### src/rtl/fba_pkg.sv
package fba_pkg;
    typedef enum logic [1:0] {
        RG_CLASS  = 2'd0,
        RG_SHARED = 2'd1,
        RG_PORT   = 2'd2,
        RG_DROP   = 2'd3
    } region_e;

    typedef enum logic [2:0] {
        ST_IDLE,
        ST_CLASS,
        ST_SHARED,
        ST_PORT,
        ST_DROP
    } resp_state_e;
endpackage

### src/rtl/fba_cnt_bank.sv
module fba_cnt_bank #(
    parameter int N  = 8,
    parameter int W  = 10,
    parameter int IW = (N > 1) ? $clog2(N) : 1
) (
    input  logic              clk,
    input  logic              rst_n,
    input  logic              inc_en,
    input  logic [IW-1:0]     inc_idx,
    input  logic              dec_en,
    input  logic [IW-1:0]     dec_idx,
    output logic [N-1:0][W-1:0] cnt
);
    for (genvar i = 0; i < N; i++) begin : g_cnt
        logic up, dn;
        assign up = inc_en && (32'(inc_idx) == i);
        assign dn = dec_en && (32'(dec_idx) == i) && (cnt[i] != '0);

        always_ff @(posedge clk or negedge rst_n) begin
            if (!rst_n) begin
                cnt[i] <= '0;
            end else if (up && !dn) begin
                cnt[i] <= cnt[i] + W'(1);
            end else if (dn && !up) begin
                cnt[i] <= cnt[i] - W'(1);
            end
        end
    end

    // a cycle with no charge and no release leaves every counter unchanged
    a_r6_idle_stable: assert property (@(posedge clk) disable iff (!rst_n)
        (!inc_en && !dec_en) |=> $stable(cnt));

    // a lone release of a non-empty counter lowers it by one
    a_r7_release_lowers: assert property (@(posedge clk) disable iff (!rst_n)
        (dec_en && !inc_en && (32'(dec_idx) < N) && (cnt[dec_idx] != '0))
        |=> (cnt[$past(dec_idx)] == $past(cnt[dec_idx]) - W'(1)));
endmodule

### src/rtl/fba_policy.sv
module fba_policy
    import fba_pkg::*;
#(
    parameter int W = 10
) (
    input  logic [W-1:0] cls_cnt,
    input  logic [W-1:0] cls_lim,
    input  logic [W-1:0] sh_cnt,
    input  logic [W-1:0] sh_lim,
    input  logic         port_valid,
    input  logic [W-1:0] port_cnt,
    input  logic [W-1:0] port_lim,
    output region_e      choice
);
    logic cls_room, sh_room, port_room;

    assign cls_room  = cls_cnt < cls_lim;
    assign sh_room   = sh_cnt < sh_lim;
    assign port_room = port_valid && (port_cnt < port_lim);

    always_comb begin
        if (cls_room)       choice = RG_CLASS;
        else if (sh_room)   choice = RG_SHARED;
        else if (port_room) choice = RG_PORT;
        else                choice = RG_DROP;
    end
endmodule

### src/rtl/fba_alloc.sv
module fba_alloc
    import fba_pkg::*;
#(
    parameter int W           = 10,
    parameter int NUM_CLASSES = 8,
    parameter int NUM_LOW     = 2,
    parameter int NUM_PORTS   = 27,
    parameter int GIG_FIRST   = 24,
    parameter int GIG_LAST    = 25,
    localparam int NUM_RSV    = NUM_CLASSES - NUM_LOW,
    localparam int CW         = $clog2(NUM_CLASSES),
    localparam int PW         = $clog2(NUM_PORTS)
) (
    input  logic                 clk,
    input  logic                 rst_n,
    input  logic [NUM_RSV*W-1:0] cfg_cls_slots,
    input  logic [W-1:0]         cfg_shared_slots,
    input  logic [W-1:0]         cfg_port_slots_std,
    input  logic [W-1:0]         cfg_port_slots_gig,
    input  logic [W-1:0]         cfg_tmp_slots,
    input  logic                 arr_req,
    output logic                 arr_ok,
    output logic                 tmp_full,
    input  logic                 alloc_req,
    input  logic [CW-1:0]        alloc_cls,
    input  logic [PW-1:0]        alloc_port,
    output logic                 resp_valid,
    output logic [1:0]           resp_region,
    input  logic                 rel_req,
    input  logic [1:0]           rel_region,
    input  logic [CW-1:0]        rel_cls,
    input  logic [PW-1:0]        rel_port
);
    logic [NUM_CLASSES-1:0][W-1:0] cls_cnt;
    logic [NUM_CLASSES-1:0][W-1:0] cls_lim;
    logic [NUM_PORTS-1:0][W-1:0]   port_cnt;
    logic [0:0][W-1:0]             sh_cnt;
    logic [0:0][W-1:0]             tmp_cnt;

    for (genvar c = 0; c < NUM_CLASSES; c++) begin : g_lim
        if (c < NUM_LOW) begin : g_none
            assign cls_lim[c] = '0;
        end else begin : g_rsv
            assign cls_lim[c] = cfg_cls_slots[(c-NUM_LOW)*W +: W];
        end
    end

    logic         port_valid, port_gig;
    logic [W-1:0] port_cnt_sel, port_lim_sel;
    region_e      choice;

    assign port_valid   = 32'(alloc_port) < NUM_PORTS;
    assign port_gig     = (alloc_port >= PW'(GIG_FIRST)) && (alloc_port <= PW'(GIG_LAST));
    assign port_cnt_sel = port_valid ? port_cnt[alloc_port] : '0;
    assign port_lim_sel = port_gig ? cfg_port_slots_gig : cfg_port_slots_std;

    fba_policy #(.W(W)) u_policy (
        .cls_cnt   (cls_cnt[alloc_cls]),
        .cls_lim   (cls_lim[alloc_cls]),
        .sh_cnt    (sh_cnt[0]),
        .sh_lim    (cfg_shared_slots),
        .port_valid(port_valid),
        .port_cnt  (port_cnt_sel),
        .port_lim  (port_lim_sel),
        .choice    (choice)
    );

    logic chg_cls, chg_sh, chg_port;
    assign chg_cls  = alloc_req && (choice == RG_CLASS);
    assign chg_sh   = alloc_req && (choice == RG_SHARED);
    assign chg_port = alloc_req && (choice == RG_PORT);

    fba_cnt_bank #(.N(NUM_CLASSES), .W(W)) u_cls_bank (
        .clk(clk), .rst_n(rst_n),
        .inc_en(chg_cls), .inc_idx(alloc_cls),
        .dec_en(rel_req && (rel_region == RG_CLASS)), .dec_idx(rel_cls),
        .cnt(cls_cnt)
    );

    fba_cnt_bank #(.N(1), .W(W)) u_sh_bank (
        .clk(clk), .rst_n(rst_n),
        .inc_en(chg_sh), .inc_idx(1'b0),
        .dec_en(rel_req && (rel_region == RG_SHARED)), .dec_idx(1'b0),
        .cnt(sh_cnt)
    );

    fba_cnt_bank #(.N(NUM_PORTS), .W(W)) u_port_bank (
        .clk(clk), .rst_n(rst_n),
        .inc_en(chg_port), .inc_idx(alloc_port),
        .dec_en(rel_req && (rel_region == RG_PORT)), .dec_idx(rel_port),
        .cnt(port_cnt)
    );

    // holding area for frames awaiting classification
    assign tmp_full = tmp_cnt[0] >= cfg_tmp_slots;
    assign arr_ok   = arr_req && !tmp_full;

    fba_cnt_bank #(.N(1), .W(W)) u_tmp_bank (
        .clk(clk), .rst_n(rst_n),
        .inc_en(arr_ok), .inc_idx(1'b0),
        .dec_en(alloc_req), .dec_idx(1'b0),
        .cnt(tmp_cnt)
    );

    // response state machine
    resp_state_e state_q, state_d;

    always_comb begin
        state_d = ST_IDLE;
        if (alloc_req) begin
            unique case (choice)
                RG_CLASS:  state_d = ST_CLASS;
                RG_SHARED: state_d = ST_SHARED;
                RG_PORT:   state_d = ST_PORT;
                RG_DROP:   state_d = ST_DROP;
            endcase
        end
    end

    always_ff @(posedge clk or negedge rst_n) begin
        if (!rst_n) state_q <= ST_IDLE;
        else        state_q <= state_d;
    end

    always_comb begin
        resp_valid  = 1'b1;
        resp_region = RG_DROP;
        unique case (state_q)
            ST_IDLE:   begin resp_valid = 1'b0; resp_region = RG_DROP; end
            ST_CLASS:  resp_region = RG_CLASS;
            ST_SHARED: resp_region = RG_SHARED;
            ST_PORT:   resp_region = RG_PORT;
            ST_DROP:   resp_region = RG_DROP;
            default:   begin resp_valid = 1'b0; resp_region = RG_DROP; end
        endcase
    end

    // exactly one response per request, one cycle later
    a_r2_resp_follows: assert property (@(posedge clk) disable iff (!rst_n)
        alloc_req |=> resp_valid);
    a_r2_no_spurious: assert property (@(posedge clk) disable iff (!rst_n)
        !alloc_req |=> !resp_valid);

    // low classes never land in a class section
    a_r3_low_class: assert property (@(posedge clk) disable iff (!rst_n)
        (alloc_req && (32'(alloc_cls) < NUM_LOW)) |=> (resp_region != RG_CLASS));

    // an accepted arrival with no departure grows the holding count
    a_r9_tmp_grow: assert property (@(posedge clk) disable iff (!rst_n)
        (arr_ok && !alloc_req) |=> (tmp_cnt[0] == $past(tmp_cnt[0]) + W'(1)));
endmodule

### config.mk
export PLATFORM = sky130hd
export DESIGN_NAME = fba_alloc
export DESIGN_NICKNAME = d
export VERILOG_FILES = /design/src/rtl/fba_pkg.sv /design/src/rtl/fba_cnt_bank.sv /design/src/rtl/fba_policy.sv /design/src/rtl/fba_alloc.sv
export SDC_FILE = /design/constraint.sdc
export NUM_CORES = 1
export LEC_CHECK = 0
export ABC_AREA = 1
export BUFFER_PORTS_ARGS = -buffer_cell sky130_fd_sc_hd__clkbuf_2
export CAP_MARGIN = 10
export CORE_MARGIN = 2
export CORE_UTILIZATION = 50
export DETAILED_ROUTE_END_ITERATION = 10
export GPL_ROUTABILITY_DRIVEN = 0
export HOLD_SLACK_MARGIN = 0.15
export PLACE_DENSITY_LB_ADDON = 0.05
export SYNTH_ARGS = -nofsm -noshare
export SYNTH_HDL_FRONTEND = slang
export SYNTH_SLANG_ARGS = --single-unit
### constraint.sdc
create_clock -name clk -period 8.7 [get_ports clk]
set_clock_uncertainty 0.2 [all_clocks]
set_input_delay 1.305 -clock clk [delete_from_list [all_inputs] [get_ports clk]]
set_output_delay 1.305 -clock clk [all_outputs]
set_load 0.05 [all_outputs]
* Yosys cells after proc, flatten, opt, wreduce, memory -nomap -nowiden
Index checks and enable logic that the tools add are counted.
Storage, ports and cells: flip-flop bits (word level) 373, bits of input ports 123, output and inout bits 5, word-level logic and storage cells 631
Operators by class: add/sub/neg operators 74, $lt $le $gt $ge 9, eq/ne operators 75, multiplexer cells 89, reduce and logical (&&, ||, !) cells 346
Operators with widths (count):
- 2-to-1 mux 10 bit | 79
- adder 10 x 1 -> 10 bit, second input constant | 37
- nonzero test 10 bit | 37
- subtractor 10 x 1 -> 10 bit, second input constant | 37
- logical AND 1 bit | 190
- equality test 5 bit, second input constant | 22
- equality test 5 x 4 -> 1 bit, second input constant | 16
- zero test 1 bit | 75
- nonzero test 2 bit | 37
- binary-select mux 10 bit (select 3 bit) | 2
- binary-select mux 10 bit (select 5 bit) | 1
- equality test 5 x 3 -> 1 bit, second input constant | 8
- less-than comparator 10 bit | 3
- equality test 3 bit, second input constant | 9
- equality test 5 x 2 -> 1 bit, second input constant | 4
- equality test 3 x 2 -> 1 bit, second input constant | 6
- one-hot mux 3 bit (4 select lines) | 1
- equality test 5 x 1 -> 1 bit, second input constant | 2
- >= comparator 10 bit | 1
- zero test 5 bit | 2
- equality test 3 x 1 -> 1 bit, second input constant | 3
- equality test 2 bit, second input constant | 3
- zero test 3 bit | 2
- less-than comparator 5 x 6 -> 1 bit, second input constant | 1
- 11 further kinds | 15

* Depth between registers and ports, before layout
Gate-level depths: netlist of run 1.
word-level depth 15, gate-level depth with buffers 41, gate-level depth less buffers 38

* By module
From an unflattened synthesis of run 1, not the netlist that was laid out.
Unflattened totals: cells, all modules 5787, area total of the unflattened synthesis 37364.6 um^2
By module, submodules not included:
- fba_cnt_bank at u_port_bank | instances 1, cells each 3285, area each 22959.5 um^2, seq. area each 6756.5 um^2
- fba_cnt_bank at u_cls_bank | instances 1, cells each 979, area each 6814.0 um^2, seq. area each 2001.9 um^2
- fba_alloc | instances 1, cells each 1149, area each 5076.1 um^2, seq. area each 75.1 um^2
- fba_cnt_bank at u_sh_bank ... | instances 2, cells each 120, area each 873.3 um^2, seq. area each 250.2 um^2
- fba_policy | instances 1, cells each 134, area each 768.2 um^2, seq. area each 0.0 um^2

* Worst setup path after synthesis of run 1
No wires, ideal clock.
path kind input to register, start in alloc_port[0], end reg u_port_bank.cnt[238] (netlist name), setup time 0.127 ns, data arrival time 5.602 ns, required time 8.373 ns, slack 2.771 ns, cell stages on the path 38, buffers on the path 5, path through buf_6 > inv_4 > buf_6 > nand2_4 > buf_6 > buf_6 > o22ai_1 > a221oi_1 > nor2_1 > a21oi_1 > a31oi_1 > ha_1 > nand2_1 > inv_1 > nand3_1 > a31oi_1 > nor2_1 > nand2_1 > [2 not listed] > nand2_2 > ha_1 > nand3_1 > clkbuf_1 > nor3_1 > ha_1 > inv_1 > ha_1 > a21oi_1 > nand2_1 > nand2_1 > nand2_1 > a21oi_1 > nor2_1 > o21ai_0 > nand3b_1 > nand3_1 > o21ai_0
On the way: word-level cells in the longest chain between the ends 14
Ends and longest elaborated chain:
- from (decl) | line fba_alloc.sv:26 | input logic [PW-1:0] alloc_port,
- binary-select mux 10 bit (select 5 bit), or another cell as far along | line fba_alloc.sv:54 | assign port_cnt_sel = port_valid ? port_cnt[alloc_port] : '0;
- 2-to-1 mux 10 bit (not written as such) or logical AND 1 bit (tied branches) | line fba_alloc.sv:54, fba_alloc.sv:53
- 2-to-1 mux 10 bit (on tied branches) | line fba_alloc.sv:54, fba_alloc.sv:55
- less-than comparator 10 bit | line fba_policy.sv:19 | assign port_room = port_valid && (port_cnt < port_lim);
- logical AND 1 bit | line fba_policy.sv:19
- 2-to-1 mux 1 bit | line fba_policy.sv:24 | else if (port_room) choice = RG_PORT;
- 2-to-1 mux 2 bit | line fba_policy.sv:23 | else if (sh_room) choice = RG_SHARED;
- 2-to-1 mux 2 bit | line fba_policy.sv:22 | if (cls_room) choice = RG_CLASS;
- equality test 2 bit | line fba_alloc.sv:71 | assign chg_port = alloc_req && (choice == RG_PORT);
- logical AND 1 bit | line fba_alloc.sv:71
- logical AND 1 bit * | line fba_cnt_bank.sv:16 | assign up = inc_en && (32'(inc_idx) == i);
- zero test 1 bit | line fba_cnt_bank.sv:24 | end else if (dn && !up) begin
- logical AND 1 bit | line fba_cnt_bank.sv:24
- nonzero test 2 bit (no source line)
- to (signal, indexed assignment) | line fba_cnt_bank.sv:23 | cnt[i] <= cnt[i] + W'(1);
- to (signal, indexed assignment) | line fba_cnt_bank.sv:25 | cnt[i] <= cnt[i] - W'(1);
- to (decl) | line fba_cnt_bank.sv:12 | output logic [N-1:0][W-1:0] cnt
Mark *: on every way between the ends. The rest lies on a longest branch, timed or not. The select of a mux whose other input is x is not followed. A chain may end at the register's enable or synchronous reset.

* Final worst setup path of run 1
start in alloc_port[0], end reg u_port_bank.cnt[138] (netlist name)
Same word-level chain as after synthesis.

==> impl_metrics.tcl, run 1 <==
set metrics [dict create \
    status "finished, final reports clean" \
    cts.path.max_buffers 3 \
    crit_path_max_incr_delay_ns 0.45 \
    cts_resized 0 \
    power.density_mw_per_mm2 307 \
    cp_max_fo 18 \
    antenna_found_initial 0 \
    syn_nets 5015 \
    synthTopCellsByCount "nand2_1 (957), inv_1 (625), o21ai_0 (452), dfrtp_1 (373), ha_1 (372)" \
    p_leak_nw 17.6 \
    critical_path_arrival_ns 7.71 \
    synth.area.top_cells "dfrtp_1 (29%), ha_1 (14%), nand2_1 (11%), inv_1 (7.2%), o21ai_0 (7.0%)" \
    cts_hold_buf 0 \
    grt_start_max_net_pins 140 \
    rsz0062_at_grt "no" \
    synthCells 4483 \
    slew_viol_final 0 \
    r2r_slack_ns 2.58 \
    cts_buffers 48 \
    hold_ws_ns 0.299 \
    yosysTopAreaCellShare 0.288 \
    worstMarginPinSlew_ns 1.03 \
    die_area_mm2 0.0670 \
    timing.final.hold_violations 0 \
    postSynthAreaPerCell_um2 7.24 \
    grtUsageTotal 0.278 \
    synth_edf_count 0 \
    initial_core_util 0.504 \
    wl_mm 93.6 \
    fin_nets 5113 \
    cp_common_cell "nand2_1" \
    ys.flop_type "dfrtp_1" \
    min_period_over_period 0.856 \
    grt_pass1_vias 28700 \
    ys_ff_latch 373 \
    r2r_start "u_port_bank.cnt[138]" \
    post_drt_wl_per_cell_um 17.1 \
    core_mm2 0.0643 \
    hold_end "u_cls_bank.cnt[70]" \
    min_path_type "reg2reg" \
    async_flop_share 1.00 \
    hpwl_mm 72.1 \
    cts.sinks 373 \
    critPathBufInv 7 \
    viasPerCell 5.66 \
    die_height_um 259 \
    reg2reg_to "u_port_bank.cnt[138]" \
    yosysMostFrequentCell "nand2_1" \
    cts_tree "yes" \
    ys_warn_count 0 \
    io_buffers 127 \
    drt-initial-drc-count 2419 \
    netlist_area_mm2 0.0325 \
    setup_ws_ns 1.25 \
    critical_path_class "in2reg" \
    grt_pass1_wl_mm 151 \
    ir_worst_vdd_mv 0.185 \
    r2r_cells 34 \
    postPlaceCellArea_mm2 0.0339 \
    htree_levels 2 \
    cts_setup_buffers 0 \
    clk-insertion-delay-late_ns 0.60 \
    ios 128 \
    worstSetupStartpointType "primary input" \
    drv_cap 0 \
    min_from "u_cls_bank.cnt[70]" \
    diodes 0 \
    gr-total-overflow 0 \
    crit_family "simple AND/OR/NAND/NOR gates" \
    area.growth.synth_to_final_pct 9.58 \
    final_area_mm2 0.0356 \
    holdPathStages 1 \
    cts_root_buf "clkbuf_16" \
    yosys.area.top_type "dfrtp_1" \
    rows 93 \
    synth-seq-area-share 0.288 \
    drive_gt1_frac 0.0663 \
    path_clk_slew_ns 0.06 \
    via_count 30900 \
    required_ns 8.96 \
    min_period_ns 7.45 \
    endpoint_kind "flip-flop" \
    die_w_um 259 \
    crit_path_top_delay_cell "nor4_1" \
    finalSetupViolations 0 \
    place_ws_ns 0.804 \
    fin_setup_tns_ns 0 \
    yosysUniqueCellTypes 54 \
    ant_nets 0 \
    max_slew_margin 0.315 \
    drc 0 \
    dr.pass1.iters 6 \
    timing.fmax_mhz 134 \
]
[worst reg2reg max path, delay by kind of cell, from the launching register on]
kind	cells	cell delay (ns)
simple gates	19	2.46
compound gates	7	1.30
fa+ha+maj	4	1.11
buf+inv	4	0.53
flops	1	0.37
[registers in the layout (all words and copies together) (netlist names)]
signal           count
state_q              3
u_cls_bank.cnt      80
u_port_bank.cnt    270
u_sh_bank.cnt       10
u_tmp_bank.cnt      10
[worst max-delay path by stage]
stage,startpoint,to,slack (ns),cells after the start
after CTS,alloc_port[0],u_port_bank.cnt[138],1.40,38
after global placement,alloc_port[0],u_port_bank.cnt[148],0.93,38
after global routing,alloc_port[0],u_port_bank.cnt[148],0.73,38
after floorplan,alloc_port[0],u_port_bank.cnt[238],2.77,38
final,alloc_port[0],u_port_bank.cnt[138],1.25,38
after detailed placement,alloc_port[0],u_port_bank.cnt[138],0.80,38
[cell families after synthesis]
group,share of synthesized area
mux,0.00312
compound gates,0.204
flops,0.288
xor+xnor,0.0224
simple gates,0.228
buf+inv,0.0888
fa+ha+maj,0.166
[stage by stage]
step / utilization / std cells / power (mW)
floorplan: - / 4483 / 7.32
global placement: 0.527 / 5386 / 8.71
finish: 0.553 / 5472 / 10.9
CTS: 0.553 / 5472 / 10.9
detailed placement: 0.527 / 5386 / 8.75
global route: 0.553 / 5472 / 12.1
[placed cells by master, fill, tap and decap left out, types with 37 or more instances in the layout]
cell type	instances
clkbuf_16	49
nand2_1	957
or2_2	52
nor4_1	59
xnor2_1	52
inv_1	625
nor2_1	255
ha_1	372
o22ai_1	76
nand4_1	70
fa_1	37
nor3_1	46
a21oi_1	358
dfrtp_1	373
a22oi_1	44
o21ai_0	452
nand3_1	227
clkbuf_2	126
[layout make-up]
cell class	count	area, µm²
Tap cell	855	1070
Clock buffer	67	1380
Sequential cell	373	9330
Multi-Input combinational cell	3364	20300
Inverter	645	2420
Clock inverter	19	282
Timing Repair Buffer	149	823
Fill cell	6260	28800
[layer usage]
metal	wire length [µm]	vias up	global-route usage
li1	-	15600	-
met1	43500	14400	0.394
met2	41400	807	0.438
met3	5670	168	0.0367
met4	2990	0	0.0947
met5	0	-	0
[where the power goes]
part           internal, mW  switching (mW)  leakage, nW
combinational          2.18            3.49         12.4
sequential             2.38           0.758         4.43
clock                  1.31           0.814        0.814
total                  5.87            5.06         17.6
No activity file was read; power rests on OpenSTA's default activity.
==> inputs of run 2 (changes only) <==
--- a/config.mk
+++ b/config.mk
@@ -8,12 +8,15 @@
 export ABC_AREA = 1
 export BUFFER_PORTS_ARGS = -buffer_cell sky130_fd_sc_hd__clkbuf_2
 export CAP_MARGIN = 10
+export CELL_PAD_IN_SITES_DETAIL_PLACEMENT = 0
+export CELL_PAD_IN_SITES_GLOBAL_PLACEMENT = 2
 export CORE_MARGIN = 2
-export CORE_UTILIZATION = 50
+export CORE_UTILIZATION = 39
 export DETAILED_ROUTE_END_ITERATION = 10
 export GPL_ROUTABILITY_DRIVEN = 0
 export HOLD_SLACK_MARGIN = 0.15
 export PLACE_DENSITY_LB_ADDON = 0.05
 export SYNTH_ARGS = -nofsm -noshare
 export SYNTH_HDL_FRONTEND = slang
+export SYNTH_HIERARCHICAL = 1
 export SYNTH_SLANG_ARGS = --single-unit
==> impl_metrics.tcl, run 2 <==
set metrics [dict create \
    drv_cap 0 \
    yosys.area.top_type "dfrtp_1" \
    clkPwrFrac 0.197 \
    largestRegisters "u_port_bank/cnt: 270 flops, u_cls_bank/cnt: 80 flops" \
    min_period_ns 6.65 \
    synthTopCellsByCount "nand2_1 (1999), inv_1 (678), nand3_1 (573), nor2_1 (532), ha_1 (376)" \
    drt-initial-drc-count 2709 \
    netlist_area_mm2 0.0374 \
    internal-power_mw 5.96 \
    rsz0062_at_grt "no" \
    fill_cells 10300 \
    r2r_slack_ns 3.10 \
    endpoint_kind "flip-flop" \
    p_leak_nw 22.3 \
    async_flop_share 1.00 \
    swShare 0.476 \
    grt_start_max_net_pins 117 \
    ys_warn_count 6 \
    power.density_mw_per_mm2 277 \
    holdPathStages 1 \
    grt_pass1_wl_mm 189 \
    rows 113 \
    worstSetupStartpointType "primary input" \
    dr.pass1.iters 5 \
    worstMarginPinSlew_ns 1.03 \
    viasPerCell 5.03 \
    drc 0 \
    fin_setup_tns_ns 0 \
    postSynthAreaPerCell_um2 6.46 \
    cts_tree "yes" \
    drive_gt1_frac 0.0770 \
    status "finished, final reports clean" \
    synth-seq-area-share 0.250 \
    cts_buffers 52 \
    cts_setup_buffers 0 \
    ys_ff_latch 373 \
    crit_path_max_incr_delay_ns 0.58 \
    antenna_found_initial 4 \
    power_switching_mw 5.41 \
    finalSetupViolations 0 \
    clk-insertion-delay-late_ns 0.65 \
    gr-total-overflow 0 \
    cts.path.max_buffers 3 \
    synth.area.top_cells "dfrtp_1 (25%), nand2_1 (20%), ha_1 (13%), nand3_1 (7.7%), inv_1 (6.8%)" \
    max_slew_margin 0.313 \
    power_frac_seq 0.256 \
    die_height_um 314 \
    timing.fmax_mhz 150 \
    htree_levels 2 \
    area.growth.synth_to_final_pct 9.78 \
    slew_viol_final 0 \
    io_buffers 127 \
    via_count 36100 \
    die_w_um 314 \
    cts_resized 0 \
    initial_core_util 0.393 \
    timing.final.hold_violations 0 \
    final_common_cell "nand2_1" \
    min_period_over_period 0.765 \
    final_cell_mix "nand2_1 (1999), inv_1 (678), nand3_1 (573), nor2_1 (531), ha_1 (376)" \
    hpwl_mm 91.2 \
    synthCells 5787 \
    grtUsageTotal 0.238 \
    ios 128 \
    path_clk_slew_ns 0.06 \
    yosysTopAreaCellShare 0.250 \
    ant_nets 0 \
    yosysMostFrequentCell "nand2_1" \
    ys.flop_type "dfrtp_1" \
    cts_root_buf "clkbuf_16" \
    synth_edf_count 0 \
    dp.cells 7090 \
    finalNonFillerCells 7185 \
    p_comb_frac 0.547 \
    wl_mm 117 \
    crit_path_top_delay_cell "nor2_1" \
    critical_path_arrival_ns 6.97 \
    r2r_cells 26 \
    cts_hold_buf 0 \
    grt_pass1_vias 34400 \
    critical_path_class "in2reg" \
    top_register "u_port_bank/cnt" \
    min_path_type "reg2reg" \
    cts.sinks 373 \
    cp_common_cell "nand2_1" \
    core_mm2 0.0950 \
    ir_worst_vdd_mv 0.154 \
    yosysUniqueCellTypes 41 \
    cp_max_fo 44 \
    post_drt_wl_per_cell_um 16.2 \
    largest_reg_flops 270 \
    die_area_mm2 0.0983 \
    required_ns 9.01 \
    fin_nets 6415 \
]
## run 2: logic make-up (layout without fill, tap and decap cells)
| family | after synthesis | count (layout) | synth area share |
|---|---|---|---|
| AO/OA/AOI/OAI | 567 | 567 | 0.0844 |
| multiplexers | 10 | 10 | 0.00301 |
| other | 1 | 5 | 0.000100 |
| flip-flops | 373 | 373 | 0.250 |
| XOR/XNOR | 145 | 145 | 0.0340 |
| AND/OR/NAND/NOR | 3476 | 3476 | 0.399 |
| buffers and inverters | 802 | 931 | 0.0837 |
| adder cells (fa/ha/maj) | 413 | 413 | 0.146 |
## run 2: metrics by stage
step | hold WS, ns | util | power, mW | worst slack (ns) | instance area, µm²
finish | 0.338 | 0.432 | 11.4 | 2.05 | 41000
global route | 0.380 | 0.432 | 12.7 | 1.58 | 41000
CTS | 0.338 | 0.432 | 11.5 | 2.17 | 41000
detailed placement | 0.326 | 0.413 | 9.14 | 1.49 | 39300
global placement | 0.328 | 0.413 | 9.12 | 1.52 | 39300
floorplan | 0.288 | - | 7.67 | 3.17 | 37400
## run 2: critical path: cells and delay by family
kind | cells | cell delay (ns)
compound gates | 1 | 0.16
fa+ha+maj | 4 | 1.19
buf+inv | 8 | 1.43
simple gates | 21 | 2.82
## run 2: final timing paths
| check | startpoint | to |
|---|---|---|
| max in group asynchronous | rst_n | u_port_bank/cnt[97] |
| max reg2reg | u_cls_bank/cnt[75] | u_port_bank/cnt[204] |
| min | u_cls_bank/cnt[0] | u_cls_bank/cnt[0] |
| min in group asynchronous | rst_n | u_port_bank/cnt[52] |
| min reg2reg | u_cls_bank/cnt[0] | u_cls_bank/cnt[0] |
| max | alloc_port[0] | u_port_bank/cnt[204] |
## run 2: per-layer routing
layer,up-vias,share of wire,track usage
met5,-,0.000077,0
met2,585,0.44,0.376
met4,2,0.022,0.0594
met3,133,0.043,0.0290
li1,18900,-,-
met1,16500,0.49,0.342
## run 2: final cells by class
class | instances | area, µm² | area share
clock buffer | 75 | 1550 | 0.0378
inverter | 687 | 2580 | 0.0629
clock inverter | 19 | 209 | 0.00509
multi-input combinational | 4615 | 24900 | 0.607
sequential | 373 | 9330 | 0.228
tap | 1265 | 1580 | 0.0386
timing repair buffer | 150 | 846 | 0.0206
antenna | 1 | 2.50 | 0.0000610
## run 2: power by group through the flow
stage	Combinational, mW	Sequential [mW]	Clock (mW)
after floorplan	5.05	2.62	0
after global placement	6.16	2.95	0
after detailed placement	6.20	2.95	0
after CTS	6.23	2.92	2.32
after global routing	7.28	3.00	2.38
final	6.23	2.91	2.24
==> inputs of run 3 (changes only) <==
--- a/config.mk
+++ b/config.mk
@@ -11,7 +11,7 @@
 export CELL_PAD_IN_SITES_DETAIL_PLACEMENT = 0
 export CELL_PAD_IN_SITES_GLOBAL_PLACEMENT = 2
 export CORE_MARGIN = 2
-export CORE_UTILIZATION = 39
+export CORE_UTILIZATION = 36
 export DETAILED_ROUTE_END_ITERATION = 10
 export GPL_ROUTABILITY_DRIVEN = 0
 export HOLD_SLACK_MARGIN = 0.15
==> constraint.sdc (replaced) <==
create_clock -name clk -period 6.3 [get_ports clk]
set_clock_uncertainty 0.2 [all_clocks]
set_input_delay 0.945 -clock clk [delete_from_list [all_inputs] [get_ports clk]]
set_output_delay 0.945 -clock clk [all_outputs]
set_load 0.05 [all_outputs]
==> impl_metrics.tcl, run 3 (synthesis results as in run 2) <==
set metrics [dict create \
    status "finished, final reports clean" \
    area.growth.synth_to_final_pct 16.8 \
    endpoint_kind "flip-flop" \
    cp_common_cell "nand2_1" \
    drive_gt1_frac 0.123 \
    timing.fmax_mhz 173 \
    critical_path_arrival_ns 6.11 \
    crit_path_max_incr_delay_ns 0.39 \
    drt-initial-drc-count 2269 \
    grt_pass1_wl_mm 194 \
    rows 118 \
    die_w_um 326 \
    largest_reg_flops 270 \
    cts_setup_buffers 0 \
    setup_ws_ns 0.525 \
    wl_mm 120 \
    final_common_cell "nand2_1" \
    core_mm2 0.103 \
    initial_core_util 0.362 \
    cts_buffers 54 \
    finalSetupViolations 0 \
    hpwl_mm 94.7 \
    dr.pass1.iters 6 \
    fin_nets 6720 \
    cts_root_buf "clkbuf_16" \
    cts.sinks 373 \
    htree_levels 2 \
    timing.final.hold_violations 0 \
    post_drt_wl_per_cell_um 15.8 \
    min_period_ns 5.77 \
    ir_worst_vdd_mv 0.275 \
    min_period_over_period 0.917 \
    crit_path_top_delay_cell "inv_1" \
    die_area_mm2 0.106 \
    drv_cap 0 \
    worstMarginPinSlew_ns 0.952 \
    rsz0062_at_grt "no" \
    required_ns 6.64 \
    grt_pass1_vias 35900 \
    cts_tree "yes" \
    place_ws_ns -0.120 \
    via_count 37100 \
    io_buffers 127 \
    worstSetupStartpointType "primary input" \
    viasPerCell 4.88 \
    cts_resized 0 \
    critical_path_class "in2reg" \
    grtUsageTotal 0.225 \
    fin_setup_tns_ns 0 \
    largestRegisters "u_port_bank/cnt: 270 flops, u_cls_bank/cnt: 80 flops" \
    total_power_mw 16.4 \
    final_util 0.423 \
    gr-total-overflow 0 \
    die_height_um 326 \
    crit_family "simple AND/OR/NAND/NOR gates" \
    drc 0 \
    slew_viol_final 0 \
    final_cell_mix "nand2_1 (1999), inv_1 (678), nand3_1 (573), nor2_1 (530), ha_1 (376)" \
    fill_cells 11200 \
    ant_nets 0 \
    cts.path.max_buffers 3 \
    hold_ws_ns 0.339 \
    path_clk_slew_ns 0.05 \
    power.density_mw_per_mm2 375 \
    max_slew_margin 0.365 \
    top_register "u_port_bank/cnt" \
    min_path_type "reg2reg" \
    clk-insertion-delay-late_ns 0.66 \
    critPathBufInv 8 \
    cp_max_fo 11 \
    grt_start_max_net_pins 102 \
    antenna_found_initial 4 \
    p_leak_nw 23.8 \
    ios 128 \
]
## run 3: cell count changes in the layout (fill, tap and decap cells not counted), moves of 2 or more
| cell | change |
|---|---|
| buf_4 | +294 |
| buf_12 | +8 |
| clkinv_2 | +5 |
| clkbuf_16 | +4 |
| inv_6 | -3 |
| clkbuf_8 | -2 |
## run 3: final timing paths
check	startpoint	endpoint	slack [ns]	cells after the start
max in group asynchronous	rst_n	u_cls_bank/cnt[38]	4.10	3
setup / recovery	alloc_port[2]	u_port_bank/cnt[154]	0.53	34
hold / removal	u_port_bank/cnt[3]	u_port_bank/cnt[3]	0.34	2
hold reg to reg	u_port_bank/cnt[3]	u_port_bank/cnt[3]	0.34	2
setup reg to reg	u_port_bank/cnt[144]	u_port_bank/cnt[154]	0.88	36
min in group asynchronous	rst_n	u_port_bank/cnt[46]	0.67	2
## run 3: worst min-delay path: stages (launching register included)
cell,delay (ns)
dfrtp_1,0.39
nand2_1,0.06
o21ai_0,0.06
## run 3: power breakdown
group | switching (mW) | internal, mW | total, mW
sequential | 1.02 | 3.03 | 4.05
clock | 1.27 | 1.98 | 3.24
combinational | 5.35 | 3.73 | 9.07
## run 3: final cells by class
class	count	area (µm²)	share of cell area
Antenna cell	1	2.50	0.0000573
Tap cell	1380	1730	0.0396
Sequential cell	373	9330	0.214
Multi-Input combinational cell	4615	24900	0.571
Timing Repair Buffer	453	3220	0.0738
Clock inverter	22	238	0.00545
Clock buffer	77	1620	0.0372
Inverter	687	2580	0.0591
## run 3: repair_timing
action	4_1_cts	5_1_grt
endpoints found under the hold margin	50	0
hold buffers	1	0
endpoints found under the setup margin	0	0
## run 3: metal layers
layer | global-route usage | up-vias | wire length [µm]
met5 | 0 | - | 23
met4 | 0.0476 | 4 | 2490
met3 | 0.0370 | 125 | 4890
met2 | 0.361 | 484 | 53200
met1 | 0.317 | 17000 | 59600
li1 | - | 19500 | -
## run 3: per-stage QoR
stage                     area, µm²  std cells
after detailed placement      41800       7507
after floorplan               37400       5790
final                         43600       7608
after global routing          43600       7607
after CTS                     43600       7607
after global placement        41800       7507
